`config.mk`:
```
export PLATFORM = sky130hd
export DESIGN_NAME = spv_prog_verify
export DESIGN_NICKNAME = d
export VERILOG_FILES = /design/src/rtl/spv_pkg.sv /design/src/rtl/spv_chunk_calc.sv /design/src/rtl/spv_chunk_store.sv /design/src/rtl/spv_poll_timer.sv /design/src/rtl/spv_prog_verify.sv
export SDC_FILE = /design/constraint.sdc
export NUM_CORES = 1
export LEC_CHECK = 0
export ABC_CLOCK_PERIOD_IN_PS = 25000
export BUFFER_PORTS_ARGS = -buffer_cell sky130_fd_sc_hd__buf_2
export CORE_MARGIN = 2
export CORE_UTILIZATION = 54
export DETAILED_ROUTE_END_ITERATION = 10
export GPL_TIMING_DRIVEN = 0
export PLACE_DENSITY = 0.82
export SLEW_MARGIN = 20
export SYNTH_ARGS = -nofsm -noshare
export SYNTH_HDL_FRONTEND = slang
export SYNTH_SLANG_ARGS = --single-unit
```
`constraint.sdc`:
```
create_clock -name clk -period 25 [get_ports clk]
set_input_delay 1.25 -clock clk [delete_from_list [all_inputs] [get_ports clk]]
set_output_delay 1.25 -clock clk [all_outputs]
set_load 0.02 [all_outputs]
```
`src/rtl/spv_pkg.sv`:
```
package spv_pkg;
    // engine data window in bytes
    localparam int CHUNK_BYTES_DEF = 16;

    // command opcodes
    localparam logic [7:0] OP_WREN  = 8'h06;
    localparam logic [7:0] OP_PROG  = 8'h02;
    localparam logic [7:0] OP_STAT  = 8'h05;
    localparam logic [7:0] OP_FETCH = 8'h03;

    // status byte: device busy flag position
    localparam int BUSY_BIT = 0;

    typedef enum logic [2:0] {
        SQ_IDLE,
        SQ_LOAD,
        SQ_WREN,
        SQ_PROG,
        SQ_STAT,
        SQ_GAP,
        SQ_FETCH
    } seq_state_e;

    typedef struct packed {
        logic [7:0] op;
        logic       rd;
        logic       with_addr;
        logic       with_data;
    } cmd_kind_t;

    function automatic cmd_kind_t kind_of(input seq_state_e st);
        cmd_kind_t k;
        k = '{op: 8'h00, rd: 1'b0, with_addr: 1'b0, with_data: 1'b0};
        case (st)
            SQ_WREN:  k = '{op: OP_WREN,  rd: 1'b0, with_addr: 1'b0, with_data: 1'b0};
            SQ_PROG:  k = '{op: OP_PROG,  rd: 1'b0, with_addr: 1'b1, with_data: 1'b1};
            SQ_STAT:  k = '{op: OP_STAT,  rd: 1'b1, with_addr: 1'b0, with_data: 1'b0};
            SQ_FETCH: k = '{op: OP_FETCH, rd: 1'b1, with_addr: 1'b1, with_data: 1'b1};
            default:  k = '{op: 8'h00, rd: 1'b0, with_addr: 1'b0, with_data: 1'b0};
        endcase
        return k;
    endfunction

    function automatic logic is_cmd_state(input seq_state_e st);
        return (st == SQ_WREN) || (st == SQ_PROG) || (st == SQ_STAT) || (st == SQ_FETCH);
    endfunction
endpackage

```
`src/rtl/spv_chunk_calc.sv`:
```
module spv_chunk_calc #(
    parameter int AW  = 24,
    parameter int LW  = 16,
    parameter int PLW = 4,
    parameter int NB  = 16,
    parameter int CLW = $clog2(NB + 1)
) (
    input  logic [AW-1:0]  addr,
    input  logic [LW-1:0]  remain,
    input  logic [PLW-1:0] page_log2,
    output logic [CLW-1:0] chunk_len
);
    localparam int CW = ((AW > LW) ? AW : LW) + 1;

    logic [CW-1:0] page_sz;
    logic [CW-1:0] page_left;
    logic [CW-1:0] pick;

    always_comb begin
        page_sz   = CW'(1) << page_log2;
        page_left = page_sz - (CW'(addr) & (page_sz - CW'(1)));
        pick      = CW'(NB);
        if (page_left < pick) pick = page_left;
        if (CW'(remain) < pick) pick = CW'(remain);
        chunk_len = pick[CLW-1:0];
    end
endmodule

```
`src/rtl/spv_chunk_store.sv`:
```
module spv_chunk_store #(
    parameter int NB  = 16,
    parameter int IW  = $clog2(NB),
    parameter int CLW = $clog2(NB + 1)
) (
    input  logic            clk,
    input  logic            rst,
    input  logic            wr_en,
    input  logic [IW-1:0]   wr_idx,
    input  logic [7:0]      wr_byte,
    input  logic [8*NB-1:0] cmp_data,
    input  logic [CLW-1:0]  cmp_len,
    output logic [8*NB-1:0] held,
    output logic            mismatch,
    output logic [IW-1:0]   mis_idx
);
    logic [7:0]    lane_q [NB];
    logic [NB-1:0] differs;

    always_ff @(posedge clk) begin
        for (int i = 0; i < NB; i++) begin
            if (rst) begin
                lane_q[i] <= 8'h00;
            end else if (wr_en && (wr_idx == IW'(i))) begin
                lane_q[i] <= wr_byte;
            end
        end
    end

    for (genvar g = 0; g < NB; g++) begin : g_lane
        assign held[8*g +: 8] = lane_q[g];
        assign differs[g]     = (CLW'(g) < cmp_len) && (cmp_data[8*g +: 8] != lane_q[g]);
    end

    // lowest differing lane wins
    always_comb begin
        mis_idx = '0;
        for (int i = NB - 1; i >= 0; i--) begin
            if (differs[i]) mis_idx = IW'(i);
        end
        mismatch = |differs;
    end
endmodule

```
`src/rtl/spv_poll_timer.sv`:
```
module spv_poll_timer #(
    parameter int GAP_CYC   = 100000,
    parameter int MAX_POLLS = 20
) (
    input  logic clk,
    input  logic rst,
    input  logic restart,
    input  logic poll_seen,
    input  logic in_gap,
    output logic gap_over,
    output logic last_poll
);
    localparam int GW = $clog2(GAP_CYC + 1);
    localparam int PW = $clog2(MAX_POLLS + 1);

    logic [GW-1:0] gap_q;
    logic [PW-1:0] polls_q;

    always_ff @(posedge clk) begin
        if (rst || !in_gap) begin
            gap_q <= '0;
        end else begin
            gap_q <= gap_q + GW'(1);
        end
    end

    always_ff @(posedge clk) begin
        if (rst || restart) begin
            polls_q <= '0;
        end else if (poll_seen) begin
            polls_q <= polls_q + PW'(1);
        end
    end

    assign gap_over  = in_gap && (gap_q == GW'(GAP_CYC - 1));
    assign last_poll = (polls_q == PW'(MAX_POLLS - 1));


    poll_cap_chk: assert property (@(posedge clk) disable iff (rst)
        polls_q <= PW'(MAX_POLLS));


    gap_len_chk: assert property (@(posedge clk) disable iff (rst)
        in_gap |-> gap_q < GW'(GAP_CYC));
endmodule

```
`src/rtl/spv_prog_verify.sv`:
```
module spv_prog_verify
    import spv_pkg::*;
#(
    parameter int AW          = 24,
    parameter int LW          = 16,
    parameter int PLW         = 4,
    parameter int CHUNK_BYTES = spv_pkg::CHUNK_BYTES_DEF,
    parameter int POLL_GAP    = 100000,
    parameter int MAX_POLLS   = 20
) (
    input  logic                              clk,
    input  logic                              rst,
    input  logic                              start,
    input  logic [AW-1:0]                     start_addr,
    input  logic [LW-1:0]                     byte_count,
    input  logic [PLW-1:0]                    page_log2,
    input  logic                              dev_sel,
    input  logic                              src_valid,
    input  logic [7:0]                        src_data,
    output logic                              src_ready,
    output logic                              cmd_req,
    output logic [7:0]                        cmd_op,
    output logic                              cmd_rd,
    output logic                              cmd_sel,
    output logic [AW-1:0]                     cmd_addr,
    output logic [$clog2(CHUNK_BYTES+1)-1:0]  cmd_len,
    output logic [8*CHUNK_BYTES-1:0]          cmd_wdata,
    input  logic                              cmd_ack,
    input  logic [8*CHUNK_BYTES-1:0]          cmd_rdata,
    output logic                              busy,
    output logic                              done,
    output logic                              err_timeout,
    output logic                              err_verify,
    output logic [AW-1:0]                     fail_addr
);
    localparam int CLW = $clog2(CHUNK_BYTES + 1);
    localparam int IW  = $clog2(CHUNK_BYTES);
    localparam int AW1 = AW + 1;

    seq_state_e     state_q;
    logic [AW-1:0]  addr_q;
    logic [LW-1:0]  rem_q;
    logic [PLW-1:0] page_q;
    logic           sel_q;
    logic [CLW-1:0] ld_cnt_q;
    logic           done_q;
    logic           err_to_q;
    logic           err_vf_q;
    logic [AW-1:0]  fail_q;

    logic [CLW-1:0]           clen;
    logic [8*CHUNK_BYTES-1:0] held;
    logic                     mismatch;
    logic [IW-1:0]            mis_idx;
    logic                     gap_over;
    logic                     last_poll;
    logic                     take_byte;
    logic                     dev_busy;
    cmd_kind_t                kind;

    spv_chunk_calc #(.AW(AW), .LW(LW), .PLW(PLW), .NB(CHUNK_BYTES), .CLW(CLW)) calc_i (
        .addr      (addr_q),
        .remain    (rem_q),
        .page_log2 (page_q),
        .chunk_len (clen)
    );

    assign take_byte = (state_q == SQ_LOAD) && src_valid;

    spv_chunk_store #(.NB(CHUNK_BYTES), .IW(IW), .CLW(CLW)) store_i (
        .clk      (clk),
        .rst      (rst),
        .wr_en    (take_byte),
        .wr_idx   (ld_cnt_q[IW-1:0]),
        .wr_byte  (src_data),
        .cmp_data (cmd_rdata),
        .cmp_len  (clen),
        .held     (held),
        .mismatch (mismatch),
        .mis_idx  (mis_idx)
    );

    spv_poll_timer #(.GAP_CYC(POLL_GAP), .MAX_POLLS(MAX_POLLS)) timer_i (
        .clk       (clk),
        .rst       (rst),
        .restart   ((state_q == SQ_PROG) && cmd_ack),
        .poll_seen ((state_q == SQ_STAT) && cmd_ack),
        .in_gap    (state_q == SQ_GAP),
        .gap_over  (gap_over),
        .last_poll (last_poll)
    );

    // command port decode
    always_comb begin
        kind      = kind_of(state_q);
        cmd_req   = is_cmd_state(state_q);
        cmd_op    = kind.op;
        cmd_rd    = kind.rd;
        cmd_sel   = sel_q;
        cmd_addr  = kind.with_addr ? addr_q : '0;
        cmd_len   = kind.with_data ? clen : ((state_q == SQ_STAT) ? CLW'(1) : '0);
        cmd_wdata = (state_q == SQ_PROG) ? held : '0;
    end

    assign dev_busy    = cmd_rdata[BUSY_BIT];
    assign src_ready   = (state_q == SQ_LOAD);
    assign busy        = (state_q != SQ_IDLE);
    assign done        = done_q;
    assign err_timeout = err_to_q;
    assign err_verify  = err_vf_q;
    assign fail_addr   = fail_q;

    always_ff @(posedge clk) begin
        if (rst) begin
            state_q  <= SQ_IDLE;
            addr_q   <= '0;
            rem_q    <= '0;
            page_q   <= '0;
            sel_q    <= 1'b0;
            ld_cnt_q <= '0;
            done_q   <= 1'b0;
            err_to_q <= 1'b0;
            err_vf_q <= 1'b0;
            fail_q   <= '0;
        end else begin
            done_q <= 1'b0;
            case (state_q)
                SQ_IDLE: begin
                    if (start) begin
                        addr_q   <= start_addr;
                        rem_q    <= byte_count;
                        page_q   <= page_log2;
                        sel_q    <= dev_sel;
                        ld_cnt_q <= '0;
                        err_to_q <= 1'b0;
                        err_vf_q <= 1'b0;
                        fail_q   <= '0;
                        if (byte_count == '0) begin
                            done_q <= 1'b1;
                        end else begin
                            state_q <= SQ_LOAD;
                        end
                    end
                end
                SQ_LOAD: begin
                    if (src_valid) begin
                        ld_cnt_q <= ld_cnt_q + CLW'(1);
                        if (ld_cnt_q == clen - CLW'(1)) state_q <= SQ_WREN;
                    end
                end
                SQ_WREN: if (cmd_ack) state_q <= SQ_PROG;
                SQ_PROG: if (cmd_ack) state_q <= SQ_STAT;
                SQ_STAT: begin
                    if (cmd_ack) begin
                        if (!dev_busy) begin
                            state_q <= SQ_FETCH;
                        end else if (last_poll) begin
                            err_to_q <= 1'b1;
                            fail_q   <= addr_q;
                            state_q  <= SQ_IDLE;
                        end else begin
                            state_q <= SQ_GAP;
                        end
                    end
                end
                SQ_GAP: if (gap_over) state_q <= SQ_STAT;
                SQ_FETCH: begin
                    if (cmd_ack) begin
                        if (mismatch) begin
                            err_vf_q <= 1'b1;
                            fail_q   <= addr_q + AW'(mis_idx);
                            state_q  <= SQ_IDLE;
                        end else begin
                            addr_q   <= addr_q + AW'(clen);
                            rem_q    <= rem_q - LW'(clen);
                            ld_cnt_q <= '0;
                            if (rem_q == LW'(clen)) begin
                                done_q  <= 1'b1;
                                state_q <= SQ_IDLE;
                            end else begin
                                state_q <= SQ_LOAD;
                            end
                        end
                    end
                end
                default: state_q <= SQ_IDLE;
            endcase
        end
    end

    // assertion helpers: page span of the outgoing program request
    logic [AW1-1:0] chk_psz;
    logic [AW1-1:0] chk_end;
    always_comb begin
        chk_psz = AW1'(1) << page_q;
        chk_end = ({1'b0, cmd_addr} & (chk_psz - AW1'(1))) + AW1'(cmd_len);
    end


    req_hold_chk: assert property (@(posedge clk) disable iff (rst)
        (cmd_req && !cmd_ack) |=> (cmd_req && $stable(cmd_op) && $stable(cmd_addr) && $stable(cmd_len)));

    // R10 (engine protocol)
    ack_legal_chk: assert property (@(posedge clk) disable iff (rst)
        cmd_ack |-> cmd_req);


    chunk_span_chk: assert property (@(posedge clk) disable iff (rst)
        (cmd_req && cmd_op == OP_PROG) |-> (cmd_len != '0 && cmd_len <= CLW'(CHUNK_BYTES) && chk_end <= chk_psz));


    load_excl_chk: assert property (@(posedge clk) disable iff (rst)
        src_ready |-> !cmd_req);


    err_excl_chk: assert property (@(posedge clk) disable iff (rst)
        !(err_timeout && err_verify));


    done_clean_chk: assert property (@(posedge clk) disable iff (rst)
        done |-> (!busy && !err_timeout && !err_verify));


    stop_on_err_chk: assert property (@(posedge clk) disable iff (rst)
        ($rose(err_timeout) || $rose(err_verify)) |-> !busy);
endmodule

```
==> impl_results.md <==
- Crit end category: flop
- Synth area leaders: edfxtp_1 (24%), dfxtp_1 (13%), and2_1 (10%)
- Synth top area share: 23.7%
- CP Capture Point: fail_addr[18]$_SDFFE_PP0P_
- Gate Count Post-Synth: 1,889
- Post-route cell area: 0.0195 mm2
- Synth Cell Area: 0.0162 mm2
- DRT Pass-1 Iters: 6
- Most numerous cell in the Yosys netlist: and2_1
- Nets@finish: 2,537
- Synth area leader: edfxtp_1
- DRC: 0
- Clock tree buffer depth: 3
- Largest net degree at the start of global routing: 17
- Crit path top cell by count: nand2_1
- Reg-to-reg startpoint: page_q[2]$_SDFFE_PP0P_
- Die height: 177 um
- Tightest Pin Transition: 1.16 ns
- Root Driver: clkbuf_16
- Worst rel slew slack: 21.8%
- Worst-path clk slew: 0.06 ns
- Status: complete, no violations
- R2R depth: 49
- Setup Fix Bufs, Post-CTS: 0
- Routed met2 length: 25.8 mm
- Sequential fraction of the synthesis area: 36.3%
- Setup Skew: 0.0163 ns
- Final Cycle Share: 45.7%
- Routed Antenna Nets: 0
- Worst skew pair latency: 0.56 ns
- Seq cells post-synth: 230
- Area Overhead vs Synth: 20.1%
- Synth async-reset ratio: 0%
- Die W: 177 um
- Drt wl/cell: 20.8 um
- Yosys warning count: 0
- Starting Density: 54.8%
- Crit Reg-Reg Endpoint: fail_addr[18]$_SDFFE_PP0P_
- Drt total wl: 56.5 mm
- Pwr dens: 67.7 mW/mm2
- Total power: 1320 uW
- Achievable Freq: 87.5 MHz
- Filler cells: 2,494
- Max-slew violations: 0
- Final setup fails: 0
- Met3 wire len: 6.25 mm
- RSZ-0062 raised after global routing: no
- IO Count: 383
- Crit path DAT: 11.89 ns
- Port Buf Inserts: 376
- Slowest stage delay, CP: 0.77 ns
- Crit path required time: 25.47 ns
- Initial drt markers: 1,804
- Post-DP Area: 0.0187 mm2
- CP max-delay cell: nor3_1
- Yosys cell types: 100
- Initial antenna violation count: 7
- P_leak: 0.00813 uW
- Site row count: 63
- Worst min-delay path category: flop to flop
- Num CTS Buffers: 25
- Tmin final: 11.42 ns
- Post-synth EDFFs: 128
- R2r setup slk: 13.58 ns
- Resized cells post-CTS: 0
- Sink Count: 230
- Gr ovfl total: 0
- Die area: 0.0315 mm2
- Ratio of cells with drive above 1 in the final layout: 21.6%
- Post-DP HPWL: 43.9 mm
- Vias in the first global route: 15,800
- Core Area: 0.0296 mm2
- Crit path launch type: flop
- Hold buffer count at CTS: 0
- Most common library cells after synthesis: and2_1 (271), nor2_1 (142), xnor2_1 (134)
- Avg Cell Area, Syn: 8.59 um2
- DR top layer: met5
- Wl on met1: 21.3 mm
- Worst Setup SP: page_q[2]$_SDFFE_PP0P_
- First-pass GRT wire length: 85.5 mm
- TNS Setup: 0 ns
- Maximum VDD drop: 0.0577 mV
- Total Routing Usage GR: 34.8%
- Post-synth top flop: edfxtp_1
- H-Tree Depth: 1
- Crit Path Max Fanout: 10
- CTS tree: done
- Fin. Hold Viols: 0
- DR vias/cell: 6.09
- Critical path type: flop to flop
- GPL Wtd Cong: 0.993
- Routed vias: 16,600
- Max Cap Viol: 0
[cells by family after synthesis]
group	count (synthesis)	share of synthesized area [%]
AND/OR/NAND/NOR	875	29.6
AO/OA/AOI/OAI	388	15.7
flip-flops	230	36.3
XOR/XNOR	185	9.98
buffers and inverters	155	4.25
adder cells (fa/ha/maj)	45	3.61
multiplexers	9	0.578
other	2	0.0463
[state kept, by name, indices dropped and copies added, names as in the netlist]
name / count
done: 1
page_q: 4
store_i.lane_q: 128
err_timeout: 1
timer_i.gap_q: 17
err_verify: 1
timer_i.polls_q: 5
ld_cnt_q: 5
addr_q: 24
fail_addr: 24
state_q: 3
rem_q: 16
cmd_sel: 1
[per-stage QoR]
step	instances	hold WS [ns]	utilization (%)	setup slack [ns]
3_5_place_dp	2669	0.440	63.0	13.95
6_report	2718	0.447	65.8	13.58
4_1_cts	2715	0.448	65.7	13.93
5_1_grt	2716	0.471	65.8	12.65
2_1_floorplan	1903	0.426	-	16.24
3_3_place_gp	2669	0.439	62.9	14.12
[power breakdown]
| part | internal [uW] | leakage, uW | switching, uW | total [uW] |
|---|---|---|---|---|
| Sequential | 425 | 0.00216 | 33.6 | 458 |
| Combinational | 181 | 0.00557 | 305 | 486 |
| Clock | 208 | 0.000403 | 168 | 376 |
[worst max-delay path: cells and delay by family (launching register included)]
| kind | cells | cell delay (ns) |
|---|---|---|
| flops | 1 | 0.33 |
| xor+xnor | 1 | 0.18 |
| compound gates | 15 | 2.97 |
| simple gates | 22 | 5.11 |
| fa+ha+maj | 5 | 1.58 |
| buf+inv | 6 | 1.14 |
[layout make-up]
type / instances / area [um2] / area share [%]
buffer: 118 / 548 / 2.81
antenna: 3 / 7.51 / 0.0385
inverter: 37 / 141 / 0.725
tap: 390 / 488 / 2.50
multi-input combinational: 1518 / 9730 / 49.9
clock inverter: 21 / 193 / 0.988
clock buffer: 25 / 626 / 3.21
sequential: 230 / 5890 / 30.2
timing repair buffer: 376 / 1880 / 9.65
[worst min-delay path by stage]
stage,from,to,slack (ns),depth (start not counted)
final,fail_addr[2]$_SDFFE_PP0P_,fail_addr[2]$_SDFFE_PP0P_,0.45,2
after global routing,fail_addr[2]$_SDFFE_PP0P_,fail_addr[2]$_SDFFE_PP0P_,0.47,2
after CTS,fail_addr[2]$_SDFFE_PP0P_,fail_addr[2]$_SDFFE_PP0P_,0.45,2
after detailed placement,fail_addr[2]$_SDFFE_PP0P_,fail_addr[2]$_SDFFE_PP0P_,0.44,2
after global placement,timer_i.gap_q[0]$_SDFF_PP0_,timer_i.gap_q[0]$_SDFF_PP0_,0.44,1
after floorplan,timer_i.gap_q[0]$_SDFF_PP0_,timer_i.gap_q[0]$_SDFF_PP0_,0.43,1
[per-layer routing]
layer | up-vias | GRT usage (%)
li1 | 7560 | -
met1 | 7694 | 43.5
met2 | 1086 | 57.5
met3 | 205 | 7.11
met4 | 6 | 17.0
met5 | - | 0
[cells in the final DEF, fill, tap and decap left out, drive strengths merged, types with 12 or more instances in the layout]
master  count
nor2      144
and3       41
or3        19
nand3      71
clkbuf    106
nor3       40
dfxtp     102
and2      271
o22ai      21
o31ai      12
clkinv     12
xor2       51
nand2b     38
nand4      45
buf       413
a21oi     116
a31oi      19
inv        42
nor4       29
nand2     131
conb       16
o21ai      82
xnor2     134
ha         42
a211oi     33
edfxtp    128
(Power assumes the default switching activity.)
